[src/rtl/hds_pkg.sv]
package hds_pkg;

  typedef enum logic [1:0] {
    PH_IDLE  = 2'd0,
    PH_SHIFT = 2'd1,
    PH_GAP   = 2'd2
  } phase_t;

  // strobes from control to datapath
  typedef struct packed {
    logic loadTx;    // move buffer into transmit shifter
    logic shiftOut;  // falling shift-clock edge while sending
    logic sampleIn;  // rising shift-clock edge while receiving
    logic rxFinish;  // final sample of a received byte
    logic txActive;  // a transmitted byte or its gap is in progress
  } strobe_t;

endpackage

[src/rtl/hds_baud.sv]
module hds_baud #(
  parameter int RELOAD_W = 13
) (
  input  logic                clk,
  input  logic                rstN,
  input  logic                run,
  input  logic [RELOAD_W-1:0] reload,
  output logic                tick
);

  localparam logic [RELOAD_W-1:0] ONE = {{(RELOAD_W-1){1'b0}}, 1'b1};

  logic [RELOAD_W-1:0] cnt;

  assign tick = run && (cnt == '0);

  always_ff @(posedge clk) begin
    if (!rstN || !run)     cnt <= reload;
    else if (cnt == '0)    cnt <= reload;
    else                   cnt <= cnt - ONE;
  end

  // with a nonzero, steady reload, ticks are never adjacent
  a_r2_tick_spacing: assert property (@(posedge clk) disable iff (!rstN)
    ($past(tick) && reload != '0 && $stable(reload)) |-> !tick);

  // the counter never exceeds a steady reload value while running
  a_r11_count_bound: assert property (@(posedge clk) disable iff (!rstN)
    (run && $past(run) && $stable(reload)) |-> (cnt <= reload));

endmodule

[src/rtl/hds_ctrl.sv]
module hds_ctrl
  import hds_pkg::*;
#(
  parameter int BITS = 8
) (
  input  logic    clk,
  input  logic    rstN,
  input  logic    tick,
  input  logic    txEn,
  input  logic    rxEn,
  input  logic    bufFull,
  output logic    run,
  output logic    sclk,
  output strobe_t stb
);

  localparam int HALF_W = $clog2(2 * BITS);
  localparam logic [HALF_W-1:0] LAST_HALF = HALF_W'(2 * BITS - 1);
  localparam logic [HALF_W-1:0] ONE_HALF  = HALF_W'(1);

  phase_t            phase;
  logic [HALF_W-1:0] halfCnt;
  logic              gapSecond;
  logic              txMode;

  logic startTx, startRx, startAny, gapEnd, atLast;

  assign startTx  = txEn && bufFull;
  assign startRx  = rxEn && !txEn;
  assign startAny = startTx || startRx;
  assign gapEnd   = (phase == PH_GAP) && tick && gapSecond;
  assign atLast   = (halfCnt == LAST_HALF);
  assign run      = (phase != PH_IDLE);

  always_comb begin
    stb          = '0;
    stb.loadTx   = startTx && ((phase == PH_IDLE) || gapEnd);
    stb.shiftOut = (phase == PH_SHIFT) && tick && !halfCnt[0] && txMode;
    stb.sampleIn = (phase == PH_SHIFT) && tick && halfCnt[0] && !txMode;
    stb.rxFinish = stb.sampleIn && atLast;
    stb.txActive = txMode && (phase != PH_IDLE);
  end

  always_ff @(posedge clk) begin
    if (!rstN) begin
      phase     <= PH_IDLE;
      halfCnt   <= '0;
      gapSecond <= 1'b0;
      txMode    <= 1'b0;
      sclk      <= 1'b1;
    end else begin
      unique case (phase)
        PH_IDLE: begin
          sclk <= 1'b1;
          if (startAny) begin
            phase   <= PH_SHIFT;
            txMode  <= startTx;
            halfCnt <= '0;
          end else begin
            txMode  <= 1'b0;
          end
        end
        PH_SHIFT: begin
          if (tick) begin
            sclk <= halfCnt[0];
            if (atLast) begin
              phase     <= PH_GAP;
              gapSecond <= 1'b0;
            end else begin
              halfCnt <= halfCnt + ONE_HALF;
            end
          end
        end
        PH_GAP: begin
          if (tick) begin
            if (gapSecond) begin
              halfCnt <= '0;
              txMode  <= startTx;
              phase   <= startAny ? PH_SHIFT : PH_IDLE;
            end else begin
              gapSecond <= 1'b1;
            end
          end
        end
        default: phase <= PH_IDLE;
      endcase
    end
  end

  // clock rests high whenever no byte is moving
  a_r1_idle_high: assert property (@(posedge clk) disable iff (!rstN)
    (phase == PH_IDLE) |-> sclk);

  // the inter-byte gap keeps the clock high
  a_r5_gap_high: assert property (@(posedge clk) disable iff (!rstN)
    (phase == PH_GAP) |-> sclk);

  // the shift clock only changes after a divider tick
  a_r2_edge_on_tick: assert property (@(posedge clk) disable iff (!rstN)
    (sclk != $past(sclk)) |-> $past(tick));

endmodule

[src/rtl/hds_datapath.sv]
module hds_datapath
  import hds_pkg::*;
#(
  parameter int BITS = 8
) (
  input  logic            clk,
  input  logic            rstN,
  input  strobe_t         stb,
  input  logic [BITS-1:0] txData,
  input  logic            txValid,
  input  logic            rxReady,
  input  logic            dataIn,
  output logic            bufFull,
  output logic            txReady,
  output logic [BITS-1:0] rxData,
  output logic            rxValid,
  output logic            overrun,
  output logic            txEmpty,
  output logic            dataOut,
  output logic            dataOe
);

  logic [BITS-1:0] txBuf;
  logic [BITS-1:0] txSreg;
  logic [BITS-2:0] rxHold;

  assign txReady = !bufFull;
  assign dataOe  = stb.txActive;

  // transmit buffer and shifter
  always_ff @(posedge clk) begin
    if (!rstN) begin
      txBuf   <= '0;
      bufFull <= 1'b0;
      txSreg  <= '0;
      dataOut <= 1'b1;
      txEmpty <= 1'b0;
    end else begin
      txEmpty <= stb.loadTx;
      if (stb.loadTx) begin
        txSreg  <= txBuf;
        bufFull <= 1'b0;
      end else if (txValid && !bufFull) begin
        txBuf   <= txData;
        bufFull <= 1'b1;
      end
      if (stb.shiftOut) begin
        dataOut <= txSreg[0];
        txSreg  <= txSreg >> 1;
      end
    end
  end

  // receive shifter and holding register
  always_ff @(posedge clk) begin
    if (!rstN) begin
      rxHold  <= '0;
      rxData  <= '0;
      rxValid <= 1'b0;
      overrun <= 1'b0;
    end else begin
      if (stb.sampleIn) rxHold <= {dataIn, rxHold[BITS-2:1]};
      if (stb.rxFinish) begin
        rxData  <= {dataIn, rxHold};
        rxValid <= 1'b1;
        if (rxValid && !rxReady) overrun <= 1'b1;
      end else if (rxValid && rxReady) begin
        rxValid <= 1'b0;
      end
    end
  end

  // control only takes the buffer when it holds a byte
  a_r6_load_full: assert property (@(posedge clk) disable iff (!rstN)
    stb.loadTx |-> bufFull);

  // buffer-taken indication is a single-cycle pulse
  a_r6_empty_pulse: assert property (@(posedge clk) disable iff (!rstN)
    txEmpty |=> !txEmpty);

  // an unread byte is not withdrawn
  a_r9_rx_hold: assert property (@(posedge clk) disable iff (!rstN)
    $past(rxValid && !rxReady) |-> rxValid);

  // overrun is sticky
  a_r10_overrun_sticky: assert property (@(posedge clk) disable iff (!rstN)
    $past(overrun) |-> overrun);

endmodule

[src/rtl/half_duplex_shifter.sv]
module half_duplex_shifter
  import hds_pkg::*;
#(
  parameter int DATA_W   = 8,
  parameter int RELOAD_W = 13
) (
  input  logic                clk,
  input  logic                rstN,
  input  logic [RELOAD_W-1:0] reload,
  input  logic                txEn,
  input  logic                rxEn,
  input  logic [DATA_W-1:0]   txData,
  input  logic                txValid,
  output logic                txReady,
  output logic [DATA_W-1:0]   rxData,
  output logic                rxValid,
  input  logic                rxReady,
  output logic                txEmpty,
  output logic                overrun,
  output logic                sclkOut,
  output logic                dataOut,
  output logic                dataOe,
  input  logic                dataIn
);

  logic    run;
  logic    tick;
  logic    bufFull;
  strobe_t stb;

  hds_baud #(.RELOAD_W(RELOAD_W)) u_baud (
    .clk    (clk),
    .rstN   (rstN),
    .run    (run),
    .reload (reload),
    .tick   (tick)
  );

  hds_ctrl #(.BITS(DATA_W)) u_ctrl (
    .clk     (clk),
    .rstN    (rstN),
    .tick    (tick),
    .txEn    (txEn),
    .rxEn    (rxEn),
    .bufFull (bufFull),
    .run     (run),
    .sclk    (sclkOut),
    .stb     (stb)
  );

  hds_datapath #(.BITS(DATA_W)) u_dp (
    .clk     (clk),
    .rstN    (rstN),
    .stb     (stb),
    .txData  (txData),
    .txValid (txValid),
    .rxReady (rxReady),
    .dataIn  (dataIn),
    .bufFull (bufFull),
    .txReady (txReady),
    .rxData  (rxData),
    .rxValid (rxValid),
    .overrun (overrun),
    .txEmpty (txEmpty),
    .dataOut (dataOut),
    .dataOe  (dataOe)
  );

  // the line is never driven while a byte is being received
  a_r8_no_drive_rx: assert property (@(posedge clk) disable iff (!rstN)
    (stb.sampleIn || stb.rxFinish) |-> !dataOe);

endmodule

[config.mk]
export PLATFORM = sky130hd
export DESIGN_NAME = half_duplex_shifter
export DESIGN_NICKNAME = d
export VERILOG_FILES = /design/src/rtl/hds_pkg.sv /design/src/rtl/hds_baud.sv /design/src/rtl/hds_ctrl.sv /design/src/rtl/hds_datapath.sv /design/src/rtl/half_duplex_shifter.sv
export SDC_FILE = /design/constraint.sdc
export NUM_CORES = 1
export LEC_CHECK = 0
export ABC_AREA = 0
export BUFFER_PORTS_ARGS = -buffer_cell sky130_fd_sc_hd__buf_2
export CAP_MARGIN = 30
export CORE_UTILIZATION = 46
export DETAILED_ROUTE_END_ITERATION = 6
export GPL_TIMING_DRIVEN = 0
export PLACE_DENSITY = 0.67
export RECOVER_POWER = 25
export SYNTH_ARGS = -nofsm -noshare
export SYNTH_HDL_FRONTEND = slang
export SYNTH_SLANG_ARGS = --single-unit
[constraint.sdc]
create_clock -name clk -period 4.9 [get_ports clk]
set_clock_uncertainty 0.15 [all_clocks]
set_input_delay 1.225 -clock clk [delete_from_list [all_inputs] [get_ports clk]]
set_output_delay 1.225 -clock clk [all_outputs]
set_load 0.02 [all_outputs]
**Word-level counts from Yosys, hierarchy flattened**

Cells that the tools add are included.

- Add/subtract/negate cells: 2
- Equal/unequal tests: 9
- Mux-type cells: 29
- Bitwise gates (word level): 2
- Reductions and logical operators: 44

Operators by type and width:

| operator | count |
|---|---|
| 2-to-1 mux 13 bit | 2 |
| 2-to-1 mux 4 bit | 5 |
| logical AND 1 bit | 16 |
| 2-to-1 mux 7 bit | 2 |
| zero test 13 bit | 1 |
| subtractor 13 x 1 -> 13 bit, second input constant | 1 |
| one-hot mux 4 bit (3 select lines) | 1 |
| nonzero test 2 bit | 6 |
| 2-to-1 mux 1 bit | 10 |
| 2-to-1 mux 2 bit | 5 |
| != test 2 x 1 -> 1 bit, second input constant | 5 |
| zero test 1 bit | 7 |
| one-hot mux 1 bit (2 select lines) | 3 |
| one-hot mux 2 bit (3 select lines) | 1 |
| AND reduction 2 bit | 3 |
| AND reduction 6 bit | 1 |
| AND reduction 5 bit | 1 |
| adder 4 x 1 -> 4 bit, second input constant | 1 |
| == test 4 bit, second input constant | 1 |
| AND reduction 4 bit | 1 |
| OR reduction 2 bit | 2 |
| logical OR 1 bit | 3 |
| AND reduction 3 bit | 1 |
| nonzero test 3 bit | 1 |
| other kinds (5) | 6 |

- Bits in registers: 58
- Bits of input ports: 28

**Depth between registers and ports, before layout**

Gate-level depths: netlist of run 1.

- Depth in word-level cells: 8
- Gate-level depth with buffers: 9
- Mapped depth without buffers: 7

**Cells and area by module**

A second synthesis of run 1 with hierarchy kept.

- Cells, all modules: 271
- Area total of the unflattened synthesis: 2712.6 um^2

Modules (own cells, without submodules):

| module | times used | cells each | area an instance (um^2) |
|---|---|---|---|
| hds_datapath | 1 | 135 | 1480.2 |
| hds_baud | 1 | 79 | 701.9 |
| hds_ctrl | 1 | 57 | 530.5 |

**Worst setup path after synthesis of run 1**

Ideal clock, no wire load.

- Kind: in2reg
- From: input port rstN
- To: register u_dp.txSreg[0]
- Arrival time: 2142 ps
- Required time: 4676 ps
- Path slack: 2534 ps
- Stages: 3
- Path buffers: 1
- Path through: dlygate4sd3_1 -> o21ai_0 -> a31oi_1

RTL lines:

| what | line | text |
|---|---|---|
| start: declaration | half_duplex_shifter.sv:8 | `input logic rstN,` |
| end signal: assignment | hds_datapath.sv:41 | `txSreg <= txBuf;` |
| end signal: assignment | hds_datapath.sv:49 | `txSreg <= txSreg >> 1;` |
| end: declaration | hds_datapath.sv:24 | `logic [BITS-1:0] txSreg;` |

**Worst setup path in the final report of run 1**

- From: register u_baud.cnt[0]
- To: register u_baud.cnt[11]

- Word-level cells in the longest chain between the ends: 3
- Elaborated cells between the ends (all ways): 4
- Those cells by class: 1 x add/sub; 2 x mux; 1 x reduce/logical

Ends and longest elaborated chain:

| what | line | text |
|---|---|---|
| start: declaration | hds_baud.sv:13 | `logic [RELOAD_W-1:0] cnt;` |
| start signal: assignment | hds_baud.sv:18 | `if (!rstN \|\| !run) cnt <= reload;` |
| start signal: assignment | hds_baud.sv:19 | `else if (cnt == '0) cnt <= reload;` |
| start signal: assignment | hds_baud.sv:20 | `else cnt <= cnt - ONE;` |
| subtractor 13 x 1 -> 13 bit or zero test 13 bit (tied branches) | hds_baud.sv:20, hds_baud.sv:19 |  |
| 2-to-1 mux 13 bit (*) | hds_baud.sv:19 |  |
| 2-to-1 mux 13 bit (*) | hds_baud.sv:18 |  |

Mark *: on every way between the ends. The rest lies on a longest branch, timed or not.
A chain may end at the register's enable or synchronous reset.

==> results of run 1 <==
-- worst reg2reg max path: stages, from the launching register on --
cell	delay, ns
dfxtp_1	0.33
inv_1	0.08
ha_1	0.18
nor3b_1	0.72
and4_2	0.37
clkbuf_1	0.38
nor2_1	0.19
clkbuf_1	0.27
nor2_1	0.16
a21oi_1	0.06
-- sequential cells by signal, indices dropped and copies added, names as in the netlist --
| register | flops |
|---|---|
| u_baud.cnt | 13 |
| u_dp.txSreg | 8 |
| u_dp.bufFull | 1 |
| u_dp.rxData | 8 |
| u_ctrl.gapSecond | 1 |
| u_ctrl.halfCnt | 4 |
| u_dp.txBuf | 8 |
| u_dp.dataOut | 1 |
| u_dp.overrun | 1 |
| u_dp.rxHold | 7 |
| u_dp.txEmpty | 1 |
| u_dp.rxValid | 1 |
| u_ctrl.sclk | 1 |
| u_ctrl.txMode | 1 |
| u_ctrl.phase | 2 |
-- power groups by stage --
stage	Sequential [W]	Clock (W)	Combinational, W
finish	0.000507	0.000425	0.0000889
global route	0.000509	0.000459	0.000101
CTS	0.000507	0.000431	0.0000896
detailed placement	0.000517	0	0.0000891
global placement	0.000517	0	0.0000879
floorplan	0.000514	0	0.0000631
-- placed cells by master (no fill, tap or decap), drive strengths merged, types with 2 or more instances in the layout --
cell type | netlist | final
a21oi | 17 | 17
a31oi | 11 | 11
and2 | 3 | 3
and3 | 3 | 3
buf | 5 | 39
clkbuf | 9 | 29
clkinv | 0 | 2
dfxtp | 58 | 58
ha | 2 | 2
inv | 6 | 6
mux2i | 17 | 17
nand2 | 32 | 32
nand2b | 2 | 2
nand3 | 13 | 13
nand4 | 4 | 4
nand4b | 3 | 3
nor2 | 43 | 43
nor2b | 4 | 4
nor3 | 7 | 7
nor3b | 2 | 2
nor4 | 4 | 4
o21ai | 23 | 23
o31ai | 2 | 2
or3 | 2 | 2
xnor2 | 6 | 6
xor2 | 4 | 4
-- per-stage QoR --
stage | power (W) | worst slack [ns] | hold slack, ns | cells | util (%)
3_3_place_gp | 0.000605 | 2.12 | 0.288 | 407 | 53.0
4_1_cts | 0.00103 | 2.03 | 0.306 | 422 | 56.4
3_5_place_dp | 0.000606 | 2.12 | 0.288 | 407 | 53.0
2_1_floorplan | 0.000577 | 2.53 | 0.277 | 293 | -
6_report | 0.00102 | 1.88 | 0.303 | 422 | 56.1
5_1_grt | 0.00107 | 1.56 | 0.323 | 422 | 56.1
-- metal layers --
metal	vias up	GRT usage (%)	part of all wire [%]
met3	9	7.14	6.2
met1	975	25.3	49
met4	0	7.17	1.6
met2	68	30.2	44
met5	-	0	0
li1	1126	-	-
-- layout make-up --
cell class              count  share of cell area (%)
well taps                  72                    2.94
clock buffers              12                    4.73
repair buffers             42                    6.56
flip-flops and latches     58                    37.8
plain buffers              15                    2.77
multi-input cells         214                    43.1
clock inverters             3                    1.30
inverters                   6                   0.734
-- cells by family after synthesis --
group | share of synthesized area, %
muxes | 6.97
and+or+nand+nor | 26.5
DFF | 44.6
xor gates and xnor gates | 3.37
buffers and inverters | 4.28
AOI/OAI and AO/OA | 13.3
adders and majority gates | 0.962
-- path summary, 6_finish.rpt --
check,start,to,cells after the start
max,u_baud.cnt[0]$_DFF_P_,u_baud.cnt[11]$_DFF_P_,9
min,u_dp.rxData[4]$_SDFFE_PN0P_,u_dp.rxData[4]$_SDFFE_PN0P_,2
max reg2reg,u_baud.cnt[0]$_DFF_P_,u_baud.cnt[11]$_DFF_P_,9
min reg2reg,u_dp.rxData[4]$_SDFFE_PN0P_,u_dp.rxData[4]$_SDFFE_PN0P_,2
==> metrics.md, run 1 <==
| Metric | Value |
|---|---|
| ANT cells | `0` |
| Sw power | `0.000248 W` |
| Vias/cell | `5.16` |
| Flop2flop setup slack | `1.88 ns` |
| Status | `finished clean` |
| # setup viols final | `0` |
| Clock Power Share | `41.6%` |
| IO Count | `43` |
| Crit Path Class | `flop to flop` |
| Clock Latency Late Sink | `0.34 ns` |
| Longest Clk Path Bufs | `2` |
| Setup bufs post-CTS | `0` |
| FP Rows | `27` |
| Cell variety after synth | `48` |
| Power per cell area | `333 nW/um^2` |
| Gr usage total | `19.7%` |
| Drt drc | `0` |
| Vias | `2,178` |
| Ys flop type | `dfxtp_1` |
| # resized after CTS | `0` |
| Kind of cell adding the most delay to the critical path | `simple AND/OR/NAND/NOR gates` |
| # hold bufs at CTS | `0` |
| DP Wirelength | `3.74 mm` |
| H-tree Lvls | `3` |
| Ratio of cells with drive above 1 in the final layout | `19.1%` |
| Max Cap Viol | `0` |
| FF+latch area | `1160 um^2` |
| Headroom to the max-slew limit | `42.4%` |
| Worst-path cell chain | `inv_1, ha_1, nor3b_1, and4_2, clkbuf_1, nor2_1, clkbuf_1, nor2_1, a21oi_1` |
| Initial antenna violation count | `0` |
| Switching part of the total | `24.3%` |
| Largest net degree at the start of global routing | `11` |
| Gr ovfl total | `0` |
| Cell Area, Synth | `2600 um^2` |
| Internal power | `0.000773 W` |
| Nets | `376` |
| Post-DRT Antenna Nets | `0` |
| Die Wd | `77.2 um` |
| CTS tree | `done` |
| P&R area growth vs syn | `18.0%` |
| FILL cells | `520` |
| Final Hold Fails | `0` |
| WL per Instance | `12.5 um` |
| Root buffer cell | `clkbuf_8` |
| DIE HEIGHT | `77.2 um` |
| Placer Congestion | `0.884` |
| Critical Path End Type | `flop` |
| Starting Density | `47.5%` |
| Register area share after synthesis | `44.6%` |
| Crit-path slowest cell | `nor3b_1` |
| Peak VDD IR | `0.240 mV` |
| Core box area | `5470 um^2` |
| RSZ-0062 raised after global routing | `no` |
| DP Area | `2900 um^2` |
| Slew Viols, Final | `0` |
| Clock-pin slew on the worst setup and hold paths | `0.07 ns` |
| Cts bufs inserted | `9` |
| Synth top cells by count | `dfxtp_1, nor2_1, nand2_1` |
| Most frequent cell after synthesis | `dfxtp_1` |
| Post-synthesis area per instance | `8.88 um^2` |
| Final wirelength | `5.26 mm` |
| Fmax | `0.331 GHz` |
| Leakage | `1.22 nW` |
| DRT iter0 DRCs | `82` |
| Slew @ Worst Pin | `0.862 ns` |
| Footprint of the multi-input gates | `1320 um^2` |
| Fin crit share | `61.6%` |
| Combinational Power Share | `8.7%` |
| Crit Path Max Fanout | `10` |
| YS warnings | `0` |
| Post-synth EDFFs | `0` |
| CP Launch Type | `flop` |
| Final TNS setup | `0 ns` |
| Mapped Nets | `323` |
| First drt pass iteration count | `4` |
| Sequential Power Share | `49.7%` |
| Ys async rst share | `0%` |
| Die ar. | `5960 um^2` |
| Vias in the first global route | `2,060` |
| Worst endpoint required time | `4.95 ns` |
| Worst hold-check path type | `flop to flop` |
| Arr. time, crit path | `3.07 ns` |
| Final Cell Area | `3070 um^2` |
| Syn Inst Count | `293` |
| Share of the synthesized area in the top cell type | `44.6%` |
| Main area contributors after synthesis | `dfxtp_1, mux2i_1, nor2_1` |
| Area leader, netlist | `dfxtp_1` |
| First-pass GRT wire length | `9.19 mm` |
| CTS sink count | `58` |
| FF+latch count, synth | `58` |
| CP max stage delay | `0.72 ns` |
| CP Buf/Inv Count | `3` |
| Tmin final | `3.02 ns` |
| IO buf count | `42` |
Power figures use the tool's default switching activity.
==> inputs of run 2 (changes only) <==
- clock period: 4.9 -> 3.04 ns (I/O delays scaled with it)
==> metrics.md, run 2 (synthesis results as in run 1) <==
| Metric | Value |
|---|---|
| Status | `finished clean` |
| IO Count | `43` |
| Gr usage total | `19.7%` |
| Crit-path slowest cell | `nor3b_2` |
| CP Buf/Inv Count | `3` |
| First-pass GRT wire length | `9.19 mm` |
| Final wirelength | `5.29 mm` |
| Nets | `376` |
| Starting Density | `47.5%` |
| Worst hold-check path type | `flop to flop` |
| Slew Viols, Final | `0` |
| Headroom to the max-slew limit | `63.5%` |
| Peak VDD IR | `0.386 mV` |
| Worst R2R Start | `u_baud.cnt[0]$_DFF_P_` |
| Leakage | `1.22 nW` |
| # setup viols final | `0` |
| Root buffer cell | `clkbuf_8` |
| Post-DRT Antenna Nets | `0` |
| CTS sink count | `58` |
| CTS tree | `done` |
| Crit Path Class | `flop to flop` |
| Vias/cell | `5.17` |
| Most frequent cells in the layout | `dfxtp_1, nor2_1, nand2_1, buf_2, o21ai_0` |
| DP Area | `2900 um^2` |
| Drt drc | `0` |
| CP Launch Type | `flop` |
| Fin crit share | `78.8%` |
| Max reg flops | `13` |
| Final Hold Fails | `0` |
| Slew @ Worst Pin | `0.546 ns` |
| DRT iter0 DRCs | `81` |
| Vias in the first global route | `2,060` |
| Final Cell Area | `3070 um^2` |
| P&R area growth vs syn | `18.2%` |
| Flop2flop setup slack | `0.64 ns` |
| Gr ovfl total | `0` |
| Largest Register | `u_baud.cnt` |
| R2r worst-path depth | `9` |
| Die Wd | `77.2 um` |
| CP max stage delay | `0.44 ns` |
| FILL cells | `521` |
| Final TNS setup | `0 ns` |
| Cts bufs inserted | `9` |
| H-tree Lvls | `3` |
| Hold-critical path depth | `2` |
| Kind of cell adding the most delay to the critical path | `simple AND/OR/NAND/NOR gates` |
| First drt pass iteration count | `4` |
| Tmin final | `2.40 ns` |
| Min-delay src | `u_dp.rxData[4]$_SDFFE_PN0P_` |
| Commonest non-fill, non-tap cell in the layout | `dfxtp_1` |
| Fmax | `0.417 GHz` |
| Max Cap Viol | `0` |
| DIE HEIGHT | `77.2 um` |
| Setup bufs post-CTS | `0` |
| Hold Path Sink | `u_dp.rxData[4]$_SDFFE_PN0P_` |
| Core box area | `5470 um^2` |
| IO buf count | `42` |
| Die ar. | `5960 um^2` |
| # resized after CTS | `0` |
| Power per cell area | `536 nW/um^2` |
| WL per Instance | `12.5 um` |
| Longest Clk Path Bufs | `2` |
| Ratio of cells with drive above 1 in the final layout | `18.9%` |
| RSZ-0062 raised after global routing | `no` |
| FP Rows | `27` |
| Worst-path cell chain | `inv_1, ha_1, nor3b_2, and4_2, buf_4, nor2_1, clkbuf_1, nor2_1, a21oi_1` |
| Arr. time, crit path | `2.45 ns` |
| Placer Congestion | `0.884` |
| Clock-pin slew on the worst setup and hold paths | `0.07 ns` |
| Worst endpoint required time | `3.09 ns` |
| Clock Latency Late Sink | `0.34 ns` |
| Critical Path End Type | `flop` |
| DP Wirelength | `3.74 mm` |
| ANT cells | `0` |
| Worst reg2reg path endpoint | `u_baud.cnt[10]$_DFF_P_` |
| Critical Path Most Common Cell | `nor2_1` |
| Crit Path Max Fanout | `10` |
| Initial antenna violation count | `0` |
| # hold bufs at CTS | `0` |
| Largest net degree at the start of global routing | `11` |
| Vias | `2,180` |
run 2: changes by cell type in the layout (fill, tap and decap cells not counted), sizes merged:
cell    previous run  this run
buf               39        37
clkbuf            29        31
run 2: worst max path at each step:
stage | cells past startpoint | slack [ns] | from | endpoint
final | 9 | 0.64 | u_baud.cnt[0]$_DFF_P_ | u_baud.cnt[10]$_DFF_P_
after global placement | 9 | 0.68 | u_baud.cnt[0]$_DFF_P_ | u_baud.cnt[11]$_DFF_P_
after floorplan | 7 | 0.95 | u_baud.cnt[0]$_DFF_P_ | u_dp.rxData[0]$_SDFFE_PN0P_
after detailed placement | 9 | 0.66 | u_baud.cnt[0]$_DFF_P_ | u_baud.cnt[10]$_DFF_P_
after global routing | 9 | 0.44 | u_baud.cnt[0]$_DFF_P_ | u_baud.cnt[11]$_DFF_P_
after CTS | 3 | 0.64 | u_ctrl.phase[0]$_SDFFE_PN0P_ | dataOe
run 2: routing by layer:
| layer | share of wire (%) | global-route usage [%] | vias up |
|---|---|---|---|
| met1 | 49 | 25.3 | 990 |
| met3 | 5.8 | 7.14 | 8 |
| met5 | 0 | 0 | - |
| li1 | - | - | 1126 |
| met2 | 44 | 30.2 | 56 |
| met4 | 1.3 | 7.17 | 0 |
run 2: worst reg2reg max path, delay by kind of cell (launching register included):
family,cells,cell delay (ns)
buf+inv,3,0.52
compound gates,1,0.06
simple gates,4,1.01
fa+ha+maj,1,0.18
flops,1,0.33
run 2: area by class of cell:
| class | instances | area (um^2) | area share [%] |
|---|---|---|---|
| Multi-Input combinational cell | 214 | 1330 | 43.2 |
| Sequential cell | 58 | 1160 | 37.8 |
| Timing Repair Buffer | 42 | 198 | 6.43 |
| Clock buffer | 12 | 145 | 4.72 |
| Tap cell | 72 | 90.1 | 2.93 |
| Buffer | 15 | 88.8 | 2.89 |
| Clock inverter | 3 | 40.0 | 1.30 |
| Inverter | 6 | 22.5 | 0.733 |
run 2: report_power, final:
group / switching, W / total, W / internal, W
sequential: 0.0000281 / 0.000818 / 0.000790
clock: 0.000291 / 0.000684 / 0.000394
combinational: 0.0000819 / 0.000144 / 0.0000622
run 2: metrics by stage:
step	setup WS, ns	util, %	power (W)	hold WS (ns)	instances
2_1_floorplan	0.953	-	0.000930	0.277	293
3_3_place_gp	0.682	53.0	0.000975	0.288	407
3_5_place_dp	0.664	53.0	0.000977	0.288	407
4_1_cts	0.638	56.4	0.00166	0.306	422
5_1_grt	0.444	56.2	0.00172	0.323	422
6_report	0.644	56.2	0.00165	0.303	422
